===== config.mk =====
export PLATFORM = sky130hd
export DESIGN_NAME = memrd_seq
export DESIGN_NICKNAME = d
export VERILOG_FILES = /design/src/rtl/memrd_pkg.sv /design/src/rtl/memrd_rst_sync.sv /design/src/rtl/memrd_fsm.sv /design/src/rtl/memrd_dpath.sv /design/src/rtl/memrd_seq.sv
export SDC_FILE = /design/constraint.sdc
export NUM_CORES = 1
export LEC_CHECK = 0
export ABC_AREA = 1
export BUFFER_PORTS_ARGS = -buffer_cell sky130_fd_sc_hd__buf_2
export CORE_MARGIN = 8
export CORE_UTILIZATION = 41
export CTS_CLUSTER_DIAMETER = 50
export DETAILED_ROUTE_END_ITERATION = 10
export PLACE_DENSITY = 0.63
export SYNTH_ARGS = -nofsm -noshare
export SYNTH_HDL_FRONTEND = slang
export SYNTH_SLANG_ARGS = --single-unit

===== constraint.sdc =====
create_clock -name clk -period 1.59 [get_ports clk]
set_clock_uncertainty 0.1 [all_clocks]
set_input_delay 0.318 -clock clk [delete_from_list [all_inputs] [get_ports clk]]
set_output_delay 0.318 -clock clk [all_outputs]
set_load 0.02 [all_outputs]

===== src/rtl/memrd_pkg.sv =====
package memrd_pkg;

  typedef enum logic [2:0] {
    ST_POWERUP,
    ST_IDLE,
    ST_SETUP,
    ST_ACCESS,
    ST_CAPTURE,
    ST_PRECHARGE
  } memrd_state_e;

  // nanoseconds to clock cycles, rounding up
  function automatic int unsigned ns_to_cyc(input int unsigned ns, input int unsigned clk_ns);
    return (ns + clk_ns - 1) / clk_ns;
  endfunction

  function automatic int unsigned umax(input int unsigned a, input int unsigned b);
    return (a > b) ? a : b;
  endfunction

endpackage


===== src/rtl/memrd_rst_sync.sv =====
module memrd_rst_sync (
  input  logic clk,
  input  logic rst_n,
  output logic rst_n_sync
);
  logic stage1_q, stage2_q;

  always_ff @(posedge clk or negedge rst_n) begin
    if (!rst_n) begin
      stage1_q <= 1'b0;
      stage2_q <= 1'b0;
    end else begin
      stage1_q <= 1'b1;
      stage2_q <= stage1_q;
    end
  end

  assign rst_n_sync = stage2_q;
endmodule


===== src/rtl/memrd_fsm.sv =====
module memrd_fsm
  import memrd_pkg::*;
#(
  parameter int unsigned N_PWR  = 400000,
  parameter int unsigned N_LOW  = 50,
  parameter int unsigned N_PRE  = 25,
  parameter int unsigned T_HOLD = 12,
  parameter int unsigned CW     = 19
) (
  input  logic clk,
  input  logic rst_n,
  input  logic req_valid,
  output logic req_ready,
  output logic load_addr,
  output logic capture,
  output logic mem_ce_n,
  output logic mem_oe_n
);
  localparam logic [CW-1:0] PWR_LAST = CW'(N_PWR - 1);
  localparam logic [CW-1:0] LOW_LAST = CW'(N_LOW - 1);
  localparam logic [CW-1:0] PRE_LAST = CW'(N_PRE - 2);
  localparam logic [CW-1:0] HOLD_C   = CW'(T_HOLD);

  memrd_state_e  state_q, state_d;
  logic [CW-1:0] cnt_q, cnt_d;
  logic          pend_q, pend_d;
  logic          ce_n_q, ce_n_d;
  logic          oe_n_q;
  logic          accept;

  // handshake
  always_comb begin
    unique case (state_q)
      ST_IDLE:                  req_ready = 1'b1;
      ST_ACCESS:                req_ready = !pend_q && (cnt_q >= HOLD_C);
      ST_CAPTURE, ST_PRECHARGE: req_ready = !pend_q;
      default:                  req_ready = 1'b0;
    endcase
  end

  assign accept    = req_valid && req_ready;
  assign load_addr = accept;

  // next state
  always_comb begin
    state_d = state_q;
    cnt_d   = cnt_q + 1'b1;
    pend_d  = pend_q;
    capture = 1'b0;
    if (accept && (state_q != ST_IDLE)) pend_d = 1'b1;
    unique case (state_q)
      ST_POWERUP: begin
        if (cnt_q == PWR_LAST) begin
          state_d = ST_IDLE;
          cnt_d   = '0;
        end
      end
      ST_IDLE: begin
        cnt_d = '0;
        if (accept) state_d = ST_SETUP;
      end
      ST_SETUP: begin
        state_d = ST_ACCESS;
        cnt_d   = '0;
      end
      ST_ACCESS: begin
        if (cnt_q == LOW_LAST) begin
          state_d = ST_CAPTURE;
          capture = 1'b1;
          cnt_d   = '0;
        end
      end
      ST_CAPTURE: begin
        state_d = ST_PRECHARGE;
        cnt_d   = '0;
      end
      ST_PRECHARGE: begin
        if (cnt_q == PRE_LAST) begin
          cnt_d  = '0;
          pend_d = 1'b0;
          if (pend_q)      state_d = ST_ACCESS;
          else if (accept) state_d = ST_SETUP;
          else             state_d = ST_IDLE;
        end
      end
      default: begin
        state_d = ST_POWERUP;
        cnt_d   = '0;
      end
    endcase
    ce_n_d = (state_d != ST_ACCESS);
  end

  // registers
  always_ff @(posedge clk or negedge rst_n) begin
    if (!rst_n) begin
      state_q <= ST_POWERUP;
      cnt_q   <= '0;
      pend_q  <= 1'b0;
      ce_n_q  <= 1'b1;
      oe_n_q  <= 1'b1;
    end else begin
      state_q <= state_d;
      cnt_q   <= cnt_d;
      pend_q  <= pend_d;
      ce_n_q  <= ce_n_d;
      oe_n_q  <= ce_n_d;
    end
  end

  assign mem_ce_n = ce_n_q;
  assign mem_oe_n = oe_n_q;

  assert_pwr_quiet_R2: assert property (@(posedge clk) disable iff (!rst_n)
    (state_q == ST_POWERUP) |-> (!req_ready && mem_ce_n));

  assert_oe_with_ce_R5: assert property (@(posedge clk) disable iff (!rst_n)
    (!mem_oe_n) |-> (!mem_ce_n));

  assert_pend_blocks_R9: assert property (@(posedge clk) disable iff (!rst_n)
    pend_q |-> !req_ready);

  assert_start_path_R10: assert property (@(posedge clk) disable iff (!rst_n)
    $fell(mem_ce_n) |-> (($past(state_q) == ST_SETUP) || $past(pend_q)));
endmodule


===== src/rtl/memrd_dpath.sv =====
module memrd_dpath #(
  parameter int unsigned ADDR_W = 13,
  parameter int unsigned DATA_W = 8
) (
  input  logic              clk,
  input  logic              rst_n,
  input  logic              load_addr,
  input  logic [ADDR_W-1:0] req_addr,
  input  logic              capture,
  input  logic [DATA_W-1:0] mem_data,
  output logic [ADDR_W-1:0] mem_addr,
  output logic              rsp_valid,
  output logic [DATA_W-1:0] rsp_data
);
  logic [ADDR_W-1:0] addr_q;
  logic [DATA_W-1:0] data_q;
  logic              valid_q;

  always_ff @(posedge clk or negedge rst_n) begin
    if (!rst_n) begin
      addr_q  <= '0;
      data_q  <= '0;
      valid_q <= 1'b0;
    end else begin
      if (load_addr) addr_q <= req_addr;
      if (capture)   data_q <= mem_data;
      valid_q <= capture;
    end
  end

  assign mem_addr  = addr_q;
  assign rsp_valid = valid_q;
  assign rsp_data  = data_q;

  assert_rsp_pulse_R7: assert property (@(posedge clk) disable iff (!rst_n)
    valid_q |=> !valid_q);
endmodule


===== src/rtl/memrd_seq.sv =====
module memrd_seq
  import memrd_pkg::*;
#(
  parameter int unsigned CLK_NS     = 5,
  parameter bit          FAST_GRADE = 1'b1,
  parameter int unsigned PWRUP_NS   = 2000000,
  parameter int unsigned ADDR_W     = 13,
  parameter int unsigned DATA_W     = 8
) (
  input  logic              clk,
  input  logic              rst_n,
  input  logic              req_valid,
  output logic              req_ready,
  input  logic [ADDR_W-1:0] req_addr,
  output logic              rsp_valid,
  output logic [DATA_W-1:0] rsp_data,
  output logic [ADDR_W-1:0] mem_addr,
  output logic              mem_ce_n,
  output logic              mem_oe_n,
  input  logic [DATA_W-1:0] mem_data
);
  localparam int unsigned T_ACC   = ns_to_cyc(FAST_GRADE ? 250 : 300, CLK_NS);
  localparam int unsigned T_PWMIN = ns_to_cyc(FAST_GRADE ? 250 : 300, CLK_NS);
  localparam int unsigned T_PWMAX = ns_to_cyc(10000, CLK_NS);
  localparam int unsigned T_HOLD  = ns_to_cyc(FAST_GRADE ? 60 : 75, CLK_NS);
  localparam int unsigned T_OEA   = ns_to_cyc(FAST_GRADE ? 80 : 100, CLK_NS);
  localparam int unsigned T_PRE   = ns_to_cyc(FAST_GRADE ? 125 : 150, CLK_NS);
  localparam int unsigned T_CYC   = ns_to_cyc(FAST_GRADE ? 375 : 450, CLK_NS);
  localparam int unsigned N_PWR   = umax(ns_to_cyc(PWRUP_NS, CLK_NS), 1);
  localparam int unsigned N_LOW   = umax(umax(T_ACC, T_PWMIN), T_OEA);
  localparam int unsigned N_PRE   = umax(umax(T_PRE, (T_CYC > N_LOW) ? T_CYC - N_LOW : 0), 2);
  localparam int unsigned CW      = $clog2(umax(umax(N_PWR, N_LOW), N_PRE) + 1);
  localparam int unsigned LW      = $clog2(T_PWMAX + 2);
  localparam int unsigned HW      = $clog2(N_PRE + 1);

  logic rst_n_s;
  logic load_addr, capture;

  memrd_rst_sync u_rst (
    .clk        (clk),
    .rst_n      (rst_n),
    .rst_n_sync (rst_n_s)
  );

  memrd_fsm #(
    .N_PWR  (N_PWR),
    .N_LOW  (N_LOW),
    .N_PRE  (N_PRE),
    .T_HOLD (T_HOLD),
    .CW     (CW)
  ) u_fsm (
    .clk       (clk),
    .rst_n     (rst_n_s),
    .req_valid (req_valid),
    .req_ready (req_ready),
    .load_addr (load_addr),
    .capture   (capture),
    .mem_ce_n  (mem_ce_n),
    .mem_oe_n  (mem_oe_n)
  );

  memrd_dpath #(
    .ADDR_W (ADDR_W),
    .DATA_W (DATA_W)
  ) u_dpath (
    .clk       (clk),
    .rst_n     (rst_n_s),
    .load_addr (load_addr),
    .req_addr  (req_addr),
    .capture   (capture),
    .mem_data  (mem_data),
    .mem_addr  (mem_addr),
    .rsp_valid (rsp_valid),
    .rsp_data  (rsp_data)
  );

  // phase-length counters watched by the timing assertions
  logic [LW-1:0] lo_cnt_q;
  logic [HW-1:0] hi_cnt_q;

  always_ff @(posedge clk or negedge rst_n_s) begin
    if (!rst_n_s) begin
      lo_cnt_q <= '0;
      hi_cnt_q <= '0;
    end else begin
      if (!mem_ce_n) begin
        if (lo_cnt_q != LW'(T_PWMAX + 1)) lo_cnt_q <= lo_cnt_q + 1'b1;
      end else begin
        lo_cnt_q <= '0;
      end
      if (mem_ce_n) begin
        if (hi_cnt_q != HW'(N_PRE)) hi_cnt_q <= hi_cnt_q + 1'b1;
      end else begin
        hi_cnt_q <= '0;
      end
    end
  end

  assert_addr_hold_R4: assert property (@(posedge clk) disable iff (!rst_n_s)
    (!mem_ce_n && (lo_cnt_q < LW'(T_HOLD))) |=> $stable(mem_addr));

  assert_low_width_R6: assert property (@(posedge clk) disable iff (!rst_n_s)
    $rose(mem_ce_n) |-> ((lo_cnt_q == LW'(N_LOW)) && (lo_cnt_q <= LW'(T_PWMAX))));

  assert_high_width_R8: assert property (@(posedge clk) disable iff (!rst_n_s)
    $fell(mem_ce_n) |-> (hi_cnt_q >= HW'(N_PRE)));
endmodule


## After elaboration in Yosys (flattened, before gate mapping)

Cells that the tools add are included.

| storage, ports and cells | value |
|---|---|
| input bits | 24 |
| memory bits (writable) | 0 |
| memories kept | 0 |
| output and inout port bits | 25 |
| bits in latches | 0 |
| bits in registers | 48 |
| ROM bits | 0 |
| word-level logic and storage cells | 44 |

| cells by class | value |
|---|---|
| bitwise gates (word level) | 0 |
| $add $sub $neg | 1 |
| magnitude comparators | 1 |
| eq/ne operators | 10 |
| muxes and demuxes | 17 |
| reductions and logical operators | 6 |
| shift operators | 0 |
| multiply operators | 0 |
| divide/modulo/power cells | 0 |

Operators by type and width:

| kind | number |
|---|---|
| two-way mux 19 bit | 3 |
| one-hot mux 19 bit (3 select lines) | 1 |
| adder 19 x 1 -> 19 bit, second input constant | 1 |
| == test 19 bit, second input constant | 1 |
| == test 19 x 5 -> 1 bit, second input constant | 1 |
| == test 19 x 6 -> 1 bit, second input constant | 1 |
| >= comparator 19 x 4 -> 1 bit, second input constant | 1 |
| one-hot mux 3 bit (6 select lines) | 1 |
| two-way mux 3 bit | 5 |
| == test 3 x 2 -> 1 bit, second input constant | 2 |
| == test 3 bit, second input constant | 2 |
| two-way mux 1 bit | 5 |
| == test 3 x 1 -> 1 bit, second input constant | 1 |
| logical AND 1 bit | 3 |
| logical NOT 3 bit | 1 |
| inequality test 3 x 1 -> 1 bit, second input constant | 1 |
| inequality test 3 x 2 -> 1 bit, second input constant | 1 |
| one-hot mux 1 bit (3 select lines) | 1 |
| two-way mux 2 bit | 1 |
| OR reduction 2 bit | 1 |
| logical NOT 1 bit | 1 |

## Logic depth before layout (Yosys ltp)

| depth | value |
|---|---|
| word-level depth | 9 |
| gate-level depth with buffers | 11 |
| gate-level depth less buffers | 11 |

## Cells and area by module

A second synthesis with hierarchy kept.

| second synthesis, totals | value |
|---|---|
| cell total of the unflattened synthesis | 300 |
| area, all modules | 2,484.9 um2 |

Modules (own cells, without submodules):

| module | instances | cells an instance | seq. area each (um2) | area each (um2) |
|---|---|---|---|---|
| memrd_fsm | 1 | 207 | 601.8 | 1,606.5 |
| memrd_dpath | 1 | 90 | 550.5 | 824.5 |
| memrd_rst_sync | 1 | 3 | 50.0 | 53.8 |

## Worst setup path before layout

Ideal clock, no wire load.

| path | value |
|---|---|
| path kind | reg2reg |
| start | register u_fsm.cnt_q[0] |
| end | register u_fsm.cnt_q[0] |
| library setup time | 121 ps |
| data arrival time | 1,489 ps |
| stages on the path, launching flop included | 12 |
| path slack | -121 ps |
| cell sequence | dfrtp_1 -> ha_1 -> inv_1 -> nor2_4 -> nand2_4 -> nor2_4 -> nand2_1 -> nand2_1 -> nand3_2 -> inv_4 -> buf_12 -> nor2_2 |

| between the ends | value |
|---|---|
| word-level cells in the longest chain between the ends | 3 |

Ends and longest elaborated chain:

| item | line | text |
|---|---|---|
| from (decl) | memrd_fsm.sv:25 | `logic [CW-1:0] cnt_q, cnt_d;` |
| from (signal assigned) | memrd_fsm.sv:104 | `cnt_q <= cnt_d;` |
| adder 19 x 1 -> 19 bit, or another cell as far along | memrd_fsm.sv:47 | `cnt_d = cnt_q + 1'b1;` |
| two-way mux 19 bit (on tied branches) | memrd_fsm.sv:78, memrd_fsm.sv:67, memrd_fsm.sv:53 |  |
| one-hot mux 19 bit (3 select lines) (*) | memrd_fsm.sv:51 | `unique case (state_q)` |
| via u_fsm.cnt_d[0] | memrd_fsm.sv:25 |  |

Mark *: on every way through the listed nets, which the timed path passes. The rest lies on a longest branch.
A chain may end at the register's enable or synchronous reset.

## Final worst setup path

| path | value |
|---|---|
| start | register u_fsm.cnt_q[8] |
| end | output req_ready |

| between the ends | value |
|---|---|
| word-level cells in the longest chain between the ends | 3 |

Ends and longest elaborated chain:

| item | line | text |
|---|---|---|
| >= comparator 19 x 4 -> 1 bit | memrd_fsm.sv:35 | `ST_ACCESS: req_ready = !pend_q && (cnt_q >= HOLD_C);` |
| logical AND 1 bit | memrd_fsm.sv:35 |  |
| one-hot mux 1 bit (3 select lines) | memrd_fsm.sv:33 | `unique case (state_q)` |
| to (decl) | memrd_seq.sv:13 | `output logic req_ready,` |

Every way passes these cells.

==> results.toml <==
[routing]
viasPerCell = 4.698
ant_nets = 0
drt-initial-drc-count = 78
dr.pass1.iters = 4
wl_um = 6476
drc_errors = 0
post_drt_wl_per_cell_um = 13.03
vias = 2335

[setup_path]
path_cells = "nor2_1, nand2_1, nor2_4, nand2_2, nand3_2, nand3_4, buf_6"
cpMaxStageDelayCell = "dfrtp_1"
crit_path_end_kind = "output pin"
max_stage_delay_ns = 0.42
crit_arrival_ns = 1.44
cp_num_buf_inv = 1
critical_path.max_fanout = 4
worstSetupPathType = "reg2out"
critPathRequiredTime_ns = 1.17
start_kind = "register"
path_delay_family = "simple AND/OR/NAND/NOR gates"

[synthesis]
synth-simple-area-share_pct = 37.08
yosys.area.top_type_share_pct = 47.62
ys_top_cells_by_area = "dfrtp_1 48%, nand2_1 14%, nand3_1 4.5%"
synth_top_family_by_area = "simple AND/OR/NAND/NOR gates"
ys_warn_count = 0
synth.area.mux_share_pct = 0
synth_compound_area_share_pct = 3.293
netlist_area_um2 = 2470
synth_nets = 319
avgSynthCellArea_um2 = 8.458
ys_ff_latch = 48
synth_top_area_cell = "dfrtp_1"
synth-seq-area-share_pct = 48.68
yosysUniqueCellTypes = 38
synthCells = 292
synthAdderAreaFrac_pct = 1.520
synth_xor_area_share_pct = 2.482

[clock_tree]
tritoncts = "yes"
root_buffer = "clkbuf_8"
cts_sinks = 48
cts.path.max_buffers = 2
htreeDepth = 2
clk_latency_ns = 0.30
clkTransAtPathRegs_ns = 0.09
numCtsBuffers = 5

[power_and_ir_drop]
peakVddDrop_v = 0.0007009
pwr_density_cell_nw_per_um2 = 720.9
p_leak_nw = 1.829

[status]
status = "complete, but fails checks"
violations = "setup timing"

[sta]
whs_ns = 0.09611
rsz0062_at_grt = "true"
min_period_ns = 1.856
finalMaxSlewViolations = 0
hold_violations = 0
fmax_mhz = 538.7
finalSetupTns_ns = -6.817
min_period_over_period_pct = 116.8
setup_ws_ns = -0.2664
setup_viol = 46

[placement]
portBuffers = 48
place.gp.congestion = 0.8830
pre_cts_slack_ns = -0.1465
hpwlAfterDp_um = 4771

[die]
top_level_ports = 49
die_h_um = 93.62
core_um2 = 5886
start_util_pct = 41.96
die_width_um = 93.62
die_area_um2 = 8764
rows = 28

[layout]
diodes = 0
final_nets = 448
drive_gt1_share_pct = 42.89
syn2layout_area_growth_pct = 48.18

[grt]
grtUsageTotal_pct = 15.26
grt_pass1_vias = 2389
grt_first_pass_wirelength_um = 10750
grt_max_degree = 19
grt_antenna_before_repair = 0
grt.overflow.total = 0

[flow_run]
max-cap-violations = 0

[hold_path]
hold_path.class = "reg2async"
sequential cells by signal (all words and copies together) (netlist names):
| name | count |
|---|---|
| u_dpath.mem_addr | 13 |
| u_rst.stage1_q | 1 |
| u_dpath.rsp_data | 8 |
| u_rst.rst_n_sync | 1 |
| u_fsm.state_q | 3 |
| u_fsm.cnt_q | 19 |
| u_fsm.mem_ce_n | 1 |
| u_dpath.rsp_valid | 1 |
| u_fsm.pend_q | 1 |
synthesized netlist by cell type, drive strengths merged:
| cell | number |
|---|---|
| nand2 | 94 |
| dfrtp | 47 |
| nor2 | 39 |
| inv | 29 |
| nand3 | 28 |
| nor3 | 10 |
| nand4 | 7 |
| a21oi | 6 |
| buf | 4 |
| xor2 | 4 |
| ha | 3 |
| o21ai | 3 |
| xnor2 | 3 |
| nor3b | 2 |
| nor4 | 2 |
| o22ai | 2 |
| or2 | 2 |
| a311oi | 1 |
| clkbuf | 1 |
| clkinv | 1 |
| conb | 1 |
| dfstp | 1 |
| o211ai | 1 |
| o31ai | 1 |
timing repair:
item,in CTS,in global routing
hold buffers,1,0
gates cloned,1,1
endpoints found under the setup margin,44,46
gates resized for setup,15,16
pin swaps,9,8
endpoints found under the hold margin,2,0
buffers inserted,11,4
power by group:
part | total, mW | switching (mW) | leakage (nW) | internal, mW
Combinational | 0.485 | 0.302 | 1.21 | 0.183
Clock | 0.753 | 0.400 | 0.0445 | 0.354
Sequential | 1.40 | 0.0670 | 0.570 | 1.33
Total | 2.64 | 0.769 | 1.83 | 1.87
worst register-to-register path, stage by stage (launching register included):
cell and delay, ns:
dfrtp_1 0.38, ha_2 0.20, nand2_1 0.07, nor3_1 0.25, nand3_2 0.13, nand2_2 0.12
nand3_4 0.09, inv_4 0.09, bufbuf_16 0.26, nor2_2 0.03
metrics by stage:
step	area (um2)	utilization, %	cells	total power, mW
global placement	3256	55.31	471	1.872
detailed placement	3256	55.31	471	1.881
floorplan	2479	-	292	1.679
CTS	3560	60.48	492	2.643
finish	3660	62.18	497	2.638
global route	3660	62.18	497	2.748
logic make-up (layout without fill, tap and decap cells):
group | Yosys count | count (layout)
compound gates | 14 | 14
xor+xnor | 7 | 7
fa+ha+maj | 3 | 3
buf+inv | 35 | 165
flops | 48 | 48
other cells | 1 | 1
simple gates | 184 | 184
cell usage in the layout, fill, tap and decap left out, types with 2 or more instances in the layout:
cell type / netlist / routed
nor3_1: 8 / 8
nor2_4: 4 / 6
nand2_1: 91 / 87
buf_4: 1 / 65
xnor2_1: 3 / 3
nor2_2: 13 / 13
a21oi_1: 6 / 6
buf_2: 1 / 47
inv_1: 27 / 26
buf_6: 1 / 8
ha_1: 3 / 2
buf_12: 1 / 4
dfrtp_1: 47 / 46
xor2_1: 4 / 4
nand3_4: 1 / 5
clkbuf_8: 0 / 6
nand2_2: 1 / 5
nor3b_1: 2 / 2
nand4_1: 7 / 7
inv_2: 1 / 2
o21ai_0: 3 / 3
nand3_2: 5 / 6
o22ai_1: 2 / 2
nor2_1: 22 / 20
nand3_1: 22 / 17
cell type report:
type,instances,area [um2]
clock inverters,1,7.507
well taps,75,93.84
multi-input cells,209,1197
clock buffers,7,86.33
fillers,504,2226
flip-flops and latches,48,1204
repair buffers,127,950.9
inverters,30,120.1
metal layers:
layer,GRT usage [%],vias to the layer above,share of wire [%]
met5,0,-,0
met4,4.359,0,1.3
met3,3.846,7,4.4
met2,25.44,55,48
met1,19.03,1085,46
li1,-,1188,-
final timing paths:
path	startpoint	to	slack [ns]	depth (start not counted)
setup / recovery	u_fsm.cnt_q[8]$_DFF_PN0_	req_ready	-0.27	7
hold / removal	u_rst.rst_n_sync$_DFF_PN0_	u_fsm.state_q[2]$_DFF_PN0_	0.1	0
setup reg to reg	u_fsm.cnt_q[1]$_DFF_PN0_	u_fsm.cnt_q[4]$_DFF_PN0_	-0.23	9
hold reg to reg	u_rst.rst_n_sync$_DFF_PN0_	u_fsm.state_q[2]$_DFF_PN0_	0.1	0
max in group asynchronous	u_rst.rst_n_sync$_DFF_PN0_	u_dpath.rsp_data[4]$_DFFE_PN0P_	0.78	1
min in group clk	mem_data[1]	u_dpath.rsp_data[1]$_DFFE_PN0P_	0.11	3
Power figures use the tool's default switching activity.
